--- config.mk ---
export PLATFORM = sky130hd
export DESIGN_NAME = sdram_cmd_monitor
export DESIGN_NICKNAME = d
export VERILOG_FILES = /design/src/rtl/sdram_cmd_monitor.sv
export SDC_FILE = /design/constraint.sdc
export NUM_CORES = 1
export LEC_CHECK = 0
export CAP_MARGIN = 40
export CORE_UTILIZATION = 40
export CTS_CLUSTER_DIAMETER = 30
export DETAILED_ROUTE_END_ITERATION = 10
export GPL_ROUTABILITY_DRIVEN = 0
export PLACE_DENSITY_LB_ADDON = 0.1
export SLEW_MARGIN = 40
export SYNTH_ARGS = -nofsm -noshare
export SYNTH_HDL_FRONTEND = slang
export SYNTH_SLANG_ARGS = --single-unit
export TNS_END_PERCENT = 20
--- constraint.sdc ---
create_clock -name clk -period 6.2 [get_ports clk]
set_input_delay 1.55 -clock clk [delete_from_list [all_inputs] [get_ports clk]]
set_output_delay 1.55 -clock clk [all_outputs]
set_load 0.01 [all_outputs]
--- src/rtl/sdram_cmd_monitor.sv ---
module sdram_cmd_monitor #(
  parameter int TRP = 3,
  parameter int MRD = 2
) (
  input  logic       clk,
  input  logic       rst_n,
  input  logic       cke,
  input  logic       cs_n,
  input  logic       ras_n,
  input  logic       cas_n,
  input  logic       we_n,
  input  logic       dqm,
  input  logic [1:0] ba,
  input  logic       a10,
  input  logic [1:0] blen,
  output logic [3:0] cmd,
  output logic [3:0] bank_sel,
  output logic [6:0] viol,
  output logic       wr_mask,
  output logic       rd_hiz
);
  localparam int TW = $clog2(TRP + 1);
  localparam int MW = $clog2(MRD + 1);
  localparam logic [3:0] C_NOP = 4'd0, C_DESEL = 4'd1, C_MRS = 4'd2, C_REF = 4'd3,
                         C_SREF = 4'd4, C_ACT = 4'd5, C_RD = 4'd6, C_WR = 4'd7,
                         C_BST = 4'd8, C_PRE = 4'd9, C_SUSP = 4'd10;

  logic          cke_q;
  logic [3:0]    open_q, open_n;
  logic [TW-1:0] trp_q [4];
  logic [2:0]    left_q;
  logic [1:0]    bbank_q;
  logic          bap_q;
  logic [MW-1:0] mrs_q;
  logic          dqm_d1;

  wire [1:0] idx = {ba[0], ba[1]};
  wire [2:0] rcw = {ras_n, cas_n, we_n};

  always_comb begin
    cmd = C_SUSP;
    if (cke_q && cke) begin
      if (cs_n) cmd = C_DESEL;
      else begin
        case (rcw)
          3'b000:  cmd = C_MRS;
          3'b001:  cmd = C_REF;
          3'b011:  cmd = C_ACT;
          3'b101:  cmd = C_RD;
          3'b100:  cmd = C_WR;
          3'b110:  cmd = C_BST;
          3'b010:  cmd = C_PRE;
          default: cmd = C_NOP;
        endcase
      end
    end else if (cke_q && !cs_n && rcw == 3'b001) begin
      cmd = C_SREF;
    end
  end

  wire rdwr   = (cmd == C_RD) || (cmd == C_WR);
  wire is_cmd = !(cmd == C_NOP || cmd == C_DESEL || cmd == C_SUSP);
  wire any_open = |open_q;
  wire bst_on = left_q != 3'd0;

  assign bank_sel = (cmd == C_PRE && a10) ? 4'hF :
                    (cmd == C_ACT || rdwr || cmd == C_PRE) ? (4'd1 << idx) : 4'd0;

  assign viol[0] = (cmd == C_MRS) && any_open;
  assign viol[1] = is_cmd && (mrs_q != '0);
  assign viol[2] = (cmd == C_REF || cmd == C_SREF) && any_open;
  assign viol[3] = rdwr && !open_q[idx];
  assign viol[4] = (cmd == C_ACT) && open_q[idx];
  assign viol[5] = rdwr && bst_on && bap_q;
  assign viol[6] = (cmd == C_ACT) && (trp_q[idx] != '0);

  wire ok     = viol == 7'd0;
  wire ap_end = bst_on && bap_q && (left_q == 3'd1 || (cmd == C_BST && ok));
  wire ap_now = ok && rdwr && a10 && (blen == 2'd0);
  wire [2:0] blen_m1 = 3'((4'd1 << blen) - 4'd1);

  assign wr_mask = dqm;

  always_comb begin
    open_n = open_q;
    if (ap_end) open_n[bbank_q] = 1'b0;
    if (ok) begin
      if (cmd == C_ACT) open_n[idx] = 1'b1;
      if (cmd == C_PRE) begin
        if (a10) open_n = 4'd0;
        else     open_n[idx] = 1'b0;
      end
      if (ap_now) open_n[idx] = 1'b0;
    end
  end

  always_ff @(posedge clk or negedge rst_n) begin
    if (!rst_n) begin
      cke_q   <= 1'b1;
      open_q  <= 4'd0;
      left_q  <= 3'd0;
      bbank_q <= 2'd0;
      bap_q   <= 1'b0;
      mrs_q   <= '0;
      dqm_d1  <= 1'b0;
      rd_hiz  <= 1'b0;
      for (int b = 0; b < 4; b++) trp_q[b] <= '0;
    end else begin
      cke_q  <= cke;
      open_q <= open_n;
      dqm_d1 <= dqm;
      rd_hiz <= dqm_d1;
      for (int b = 0; b < 4; b++) begin
        if ((ap_end && bbank_q == 2'(b)) || (ap_now && idx == 2'(b)))
          trp_q[b] <= TW'(TRP);
        else if (trp_q[b] != '0)
          trp_q[b] <= trp_q[b] - 1'b1;
      end
      if (ok && rdwr) begin
        left_q  <= blen_m1;
        bbank_q <= idx;
        bap_q   <= a10;
      end else if (ok && cmd == C_BST) begin
        left_q <= 3'd0;
      end else if (bst_on) begin
        left_q <= left_q - 3'd1;
      end
      if (ok && cmd == C_MRS)  mrs_q <= MW'(MRD);
      else if (mrs_q != '0)    mrs_q <= mrs_q - 1'b1;
    end
  end

  a_r2_sel_shape: assert property (@(posedge clk) disable iff (!rst_n)
    $onehot0(bank_sel) || bank_sel == 4'hF);

  a_r2_preall_closes: assert property (@(posedge clk) disable iff (!rst_n)
    (cmd == C_PRE && a10 && ok) |=> (open_q == 4'd0));

  a_r4_mrs_window: assert property (@(posedge clk) disable iff (!rst_n)
    (cmd == C_MRS && ok) |=> (!is_cmd || viol[1]));

  a_r6_act_opens: assert property (@(posedge clk) disable iff (!rst_n)
    (cmd == C_ACT && ok) |=> open_q[$past(idx)]);

  a_r7_ap_blocks: assert property (@(posedge clk) disable iff (!rst_n)
    (ok && rdwr && a10 && blen != 2'd0) |=> (!rdwr || viol[5]));

  a_r10_illegal_frozen: assert property (@(posedge clk) disable iff (!rst_n)
    (!ok && !bst_on) |=> $stable(open_q));

  a_r12_rd_latency: assert property (@(posedge clk) disable iff (!rst_n)
    ($past(rst_n) && $past(rst_n, 2)) |-> (rd_hiz == $past(dqm, 2)));
endmodule

==> summary by stage <==
Status
The run finished with clean final reports.

Route
The mean number of vias per cell is roughly 5.7. The final layout contains routed wiring with a total length of ~3.9 mm. The detailed router finished its first iteration with roughly 110 violations. The final antenna-violating net count is 0.

The routed length per instance is 15.2 µm. The detailed-routing iteration count for the pre-antenna-repair pass is 4. In the routed design, unresolved DRC markers number 0. The number of vias after detailed routing is ~1.5k.

STA
The worst path uses 88.4% of the clock period. The number of pins exceeding their max-slew limit in the final report is 0. The final-report setup violation count is 0. After layout, the minimum clock period comes to between 5000 and 6000 ps. Setup repair after global routing left no endpoint under its margin.

The relative slew slack is between 40% and 50%. The timing-limited maximum frequency is ~180 MHz. The slew at the pin with the worst max-slew slack is around 810 ps. The worst hold-check slack is between 300 and 400 ps. The final worst-path setup slack is about 720 ps. The setup TNS is 0 ps. The hold violation total from the final report is 0. The final clock skew is approximately 1.4 ps.

Critical path
The startpoint identified for the worst register-to-register timing path is cke_q$_DFF_PN1_. STA puts the critical path data required time at around 4700 ps. The endpoint class of the critical path is a primary output. The setup path with the least slack is of type in2out.

Of all nets on the critical path, the largest fanout is 11. The data arrival time of the critical path is between 3000 and 4000 ps. The depth of the most critical reg-to-reg path is 5.

STA classifies the critical path startpoint as an input pin. Across all register-to-register paths, the minimum setup slack is 3760 ps. The worst register-to-register path ends at open_q[0]$_DFF_PN0_.

Logic synthesis
The count of state elements after synthesis is 23. In this run, synthesis inferred 0 flip-flops with an integrated enable. In the synthesized netlist the async set-or-reset flop fraction comes to between 90% and 100%.

The flip-flop cell with the highest count after synthesis is dfrtp_1. The post-synthesis sequential area ratio is between 30% and 40%. In this run, distinct cell masters in the synthesized netlist total between 40 and 50. The synthesized net count is roughly 200.

The cell area that synthesis handed to floorplanning was 1670 µm². After synthesis, the mean cell area works out to 9.25 µm². Yosys printed 0 warnings. The gate count after technology mapping is 181.

Placed design
The wire-length estimate of the detail-placed layout is 3.03 mm. During placement, the flow inserted port buffers numbering 29. The number of cells after detailed placement is approximately 260. Prior to clock tree synthesis, the placed netlist has a worst setup slack of around 740 ps.

The cell area after placement is between 1500 and 2000 µm².

GRT
The global-route congestion overflow total is 0. The number of antenna violations at the first check in global routing was 0. For this run, global-route usage on met1 was measured as about a quarter. The via count of the first global-routing pass is 1410. In the global route stage, met3 resource usage came out at about 4.6%. The peak-usage layer in the global routing report is met2. For this run, the total global-route usage over all layers was measured as 19.6%.

The global-route wire length before repair is approximately 6.6 mm. For this run, global-route usage on met2 was measured as between 30 and 40%. Entering global routing, the biggest net connects 24 pins.

Floorplanning
The floorplan step defined a core boundary enclosing ~4000 µm². The initialized floorplan defines 23 standard-cell rows. In this run the horizontal extent of the chip is approximately 67 µm. The initial utilization of the core area, before any placement, comes to between 40% and 50%.

The area of the die is 4450 µm². 30 I/O pins were placed. The die outline height is roughly 67 µm.

Final layout
Once layout is complete, the cells apart from fillers number ~260. The number of antenna diodes in the final layout is 0. The area growth from synthesis to layout is 21.8%.

The end-of-flow core utilization is between 50% and 60%. The final non-filler cell area is about 2000 µm². The count of nets after finishing is between 200 and 250. The fill cell instance count of the final layout is approximately 380. The fraction of final layout cells with drive strength greater than 1 is between 10% and 20%.

Clock tree
The clock latency at the later pin of the worst-skew pair is between 200 and 300 ps. The number of gates given a new drive strength after cts is 0. The number of hold buffers added after CTS was 0. The number of sinks handled by clock tree synthesis is 23.

The number of buffers between clock root and the deepest sink is 2. The number of levels in the clock H-tree is 1. Post-CTS timing repair inserted 0 buffers for setup. In this run the clock root is driven by a clkbuf_8. The number of buffers created by CTS is 3. The CTS tree is built. Clock-pin slew was measured on the worst setup and hold paths at ~80 ps.

Power
The completed layout was analyzed and its total power is between 0.6 and 0.7 mW. The worst ir drop on vdd is about 160 µV. The standby leakage power is roughly 0.86 nW.

The cell area power density is about 320 nW/µm².

Min path
The start point of the worst min-delay path is dqm_d1$_DFF_PN0_. The path class of the lowest-slack min-delay path is reg2reg. The worst hold path terminates at rd_hiz$_DFF_PN0_. The hold path depth is 0.

Run
Across the run, the number of max-cap violations was 0.
## placed cells by master, fill, tap and decap left out, types with 2 or more instances in the layout
| cell type | n |
|---|---|
| a211o_1 | 4 |
| a21oi_1 | 3 |
| a22o_1 | 3 |
| a31o_1 | 3 |
| a31oi_1 | 2 |
| a32o_1 | 3 |
| and2_1 | 2 |
| clkbuf_8 | 3 |
| clkdlybuf4s50_1 | 28 |
| dfrtp_1 | 22 |
| ha_1 | 8 |
| inv_1 | 16 |
| inv_2 | 2 |
| mux2_1 | 3 |
| mux2_2 | 3 |
| mux2i_1 | 2 |
| mux4_2 | 2 |
| nand2_1 | 6 |
| nand2b_1 | 3 |
| nand3_1 | 10 |
| nand4_1 | 4 |
| nor2_1 | 22 |
| nor2b_1 | 4 |
| nor4_1 | 5 |
| nor4_2 | 2 |
| o2111ai_1 | 3 |
| o21ai_0 | 6 |
| or2_1 | 2 |
| or2_2 | 2 |
| or3_1 | 2 |
| or4_4 | 2 |
| xnor2_1 | 2 |
| xor2_1 | 5 |
## registers in the layout, summed over array words and instances (netlist names)
register  flops
trp_q         8
mrs_q         2
left_q        3
bbank_q       2
bap_q         1
rd_hiz        1
cke_q         1
open_q        4
dqm_d1        1
## cells by family (layout without fill, tap and decap cells)
family	count (synthesis)	in the layout	share of synthesized area, %
buffers and inverters	24	52	6.50
adder cells (fa/ha/maj)	8	8	5.98
multiplexers	10	10	7.92
XOR/XNOR	7	7	3.66
flip-flops	23	23	34.5
AO/OA/AOI/OAI	32	32	14.6
AND/OR/NAND/NOR	77	77	26.9
## area by class of cell
| type | count | area (µm²) | area share [%] |
|---|---|---|---|
| timing repair buffer | 30 | 293 | 14.4 |
| clock inverter | 1 | 5.00 | 0.245 |
| sequential | 23 | 577 | 28.3 |
| clock buffer | 3 | 41.3 | 2.02 |
| tap | 50 | 62.6 | 3.07 |
| inverter | 18 | 67.6 | 3.31 |
| multi-input combinational | 134 | 993 | 48.7 |
## worst max-delay path by stage
stage,startpoint,endpoint,slack [ps],cells after the start
2_1_floorplan,cke,bank_sel[1],1790,5
3_3_place_gp,cas_n,viol[5],810,5
3_5_place_dp,cas_n,viol[5],740,5
4_1_cts,cas_n,viol[5],740,5
5_1_grt,cke,viol[1],570,6
6_report,cke,viol[1],720,6
## synth_stat cells, types with 3 or more instances
master / instances / area share, %
a211o_1: 4 / 2.1
a21oi_1: 3 / 0.90
a22o_1: 3 / 1.6
a31o_1: 3 / 1.6
a32o_1: 3 / 1.8
buf_4: 5 / 2.2
dfrtp_1: 22 / 33
ha_1: 8 / 6.0
inv_1: 16 / 3.6
mux2_1: 3 / 2.0
mux2_2: 3 / 2.0
nand2_1: 6 / 1.3
nand2b_1: 3 / 1.1
nand3_1: 10 / 3.0
nand4_1: 4 / 1.5
nor2_1: 22 / 4.9
nor2b_1: 4 / 1.5
nor4_1: 5 / 1.9
o2111ai_1: 3 / 1.6
o21ai_0: 6 / 1.8
xor2_1: 5 / 2.6
## layer usage
metal | vias up | wire length, µm
li1 | 719 | -
met2 | 48 | 1860
met1 | 718 | 1810
met3 | 4 | 239
met4 | 0 | 25
met5 | - | 0
## power breakdown
part,internal [mW],switching [mW]
clock,0.0449,0.0494
sequential,0.211,0.0400
combinational,0.160,0.154
## worst max-delay path, cell delays in order
cell,delay (ps)
clkdlybuf4s50_1,700
nand2_2,190
nor4_1,540
nor2_1,260
inv_2,150
clkdlybuf4s50_1,540
(Power assumes the default switching activity.)
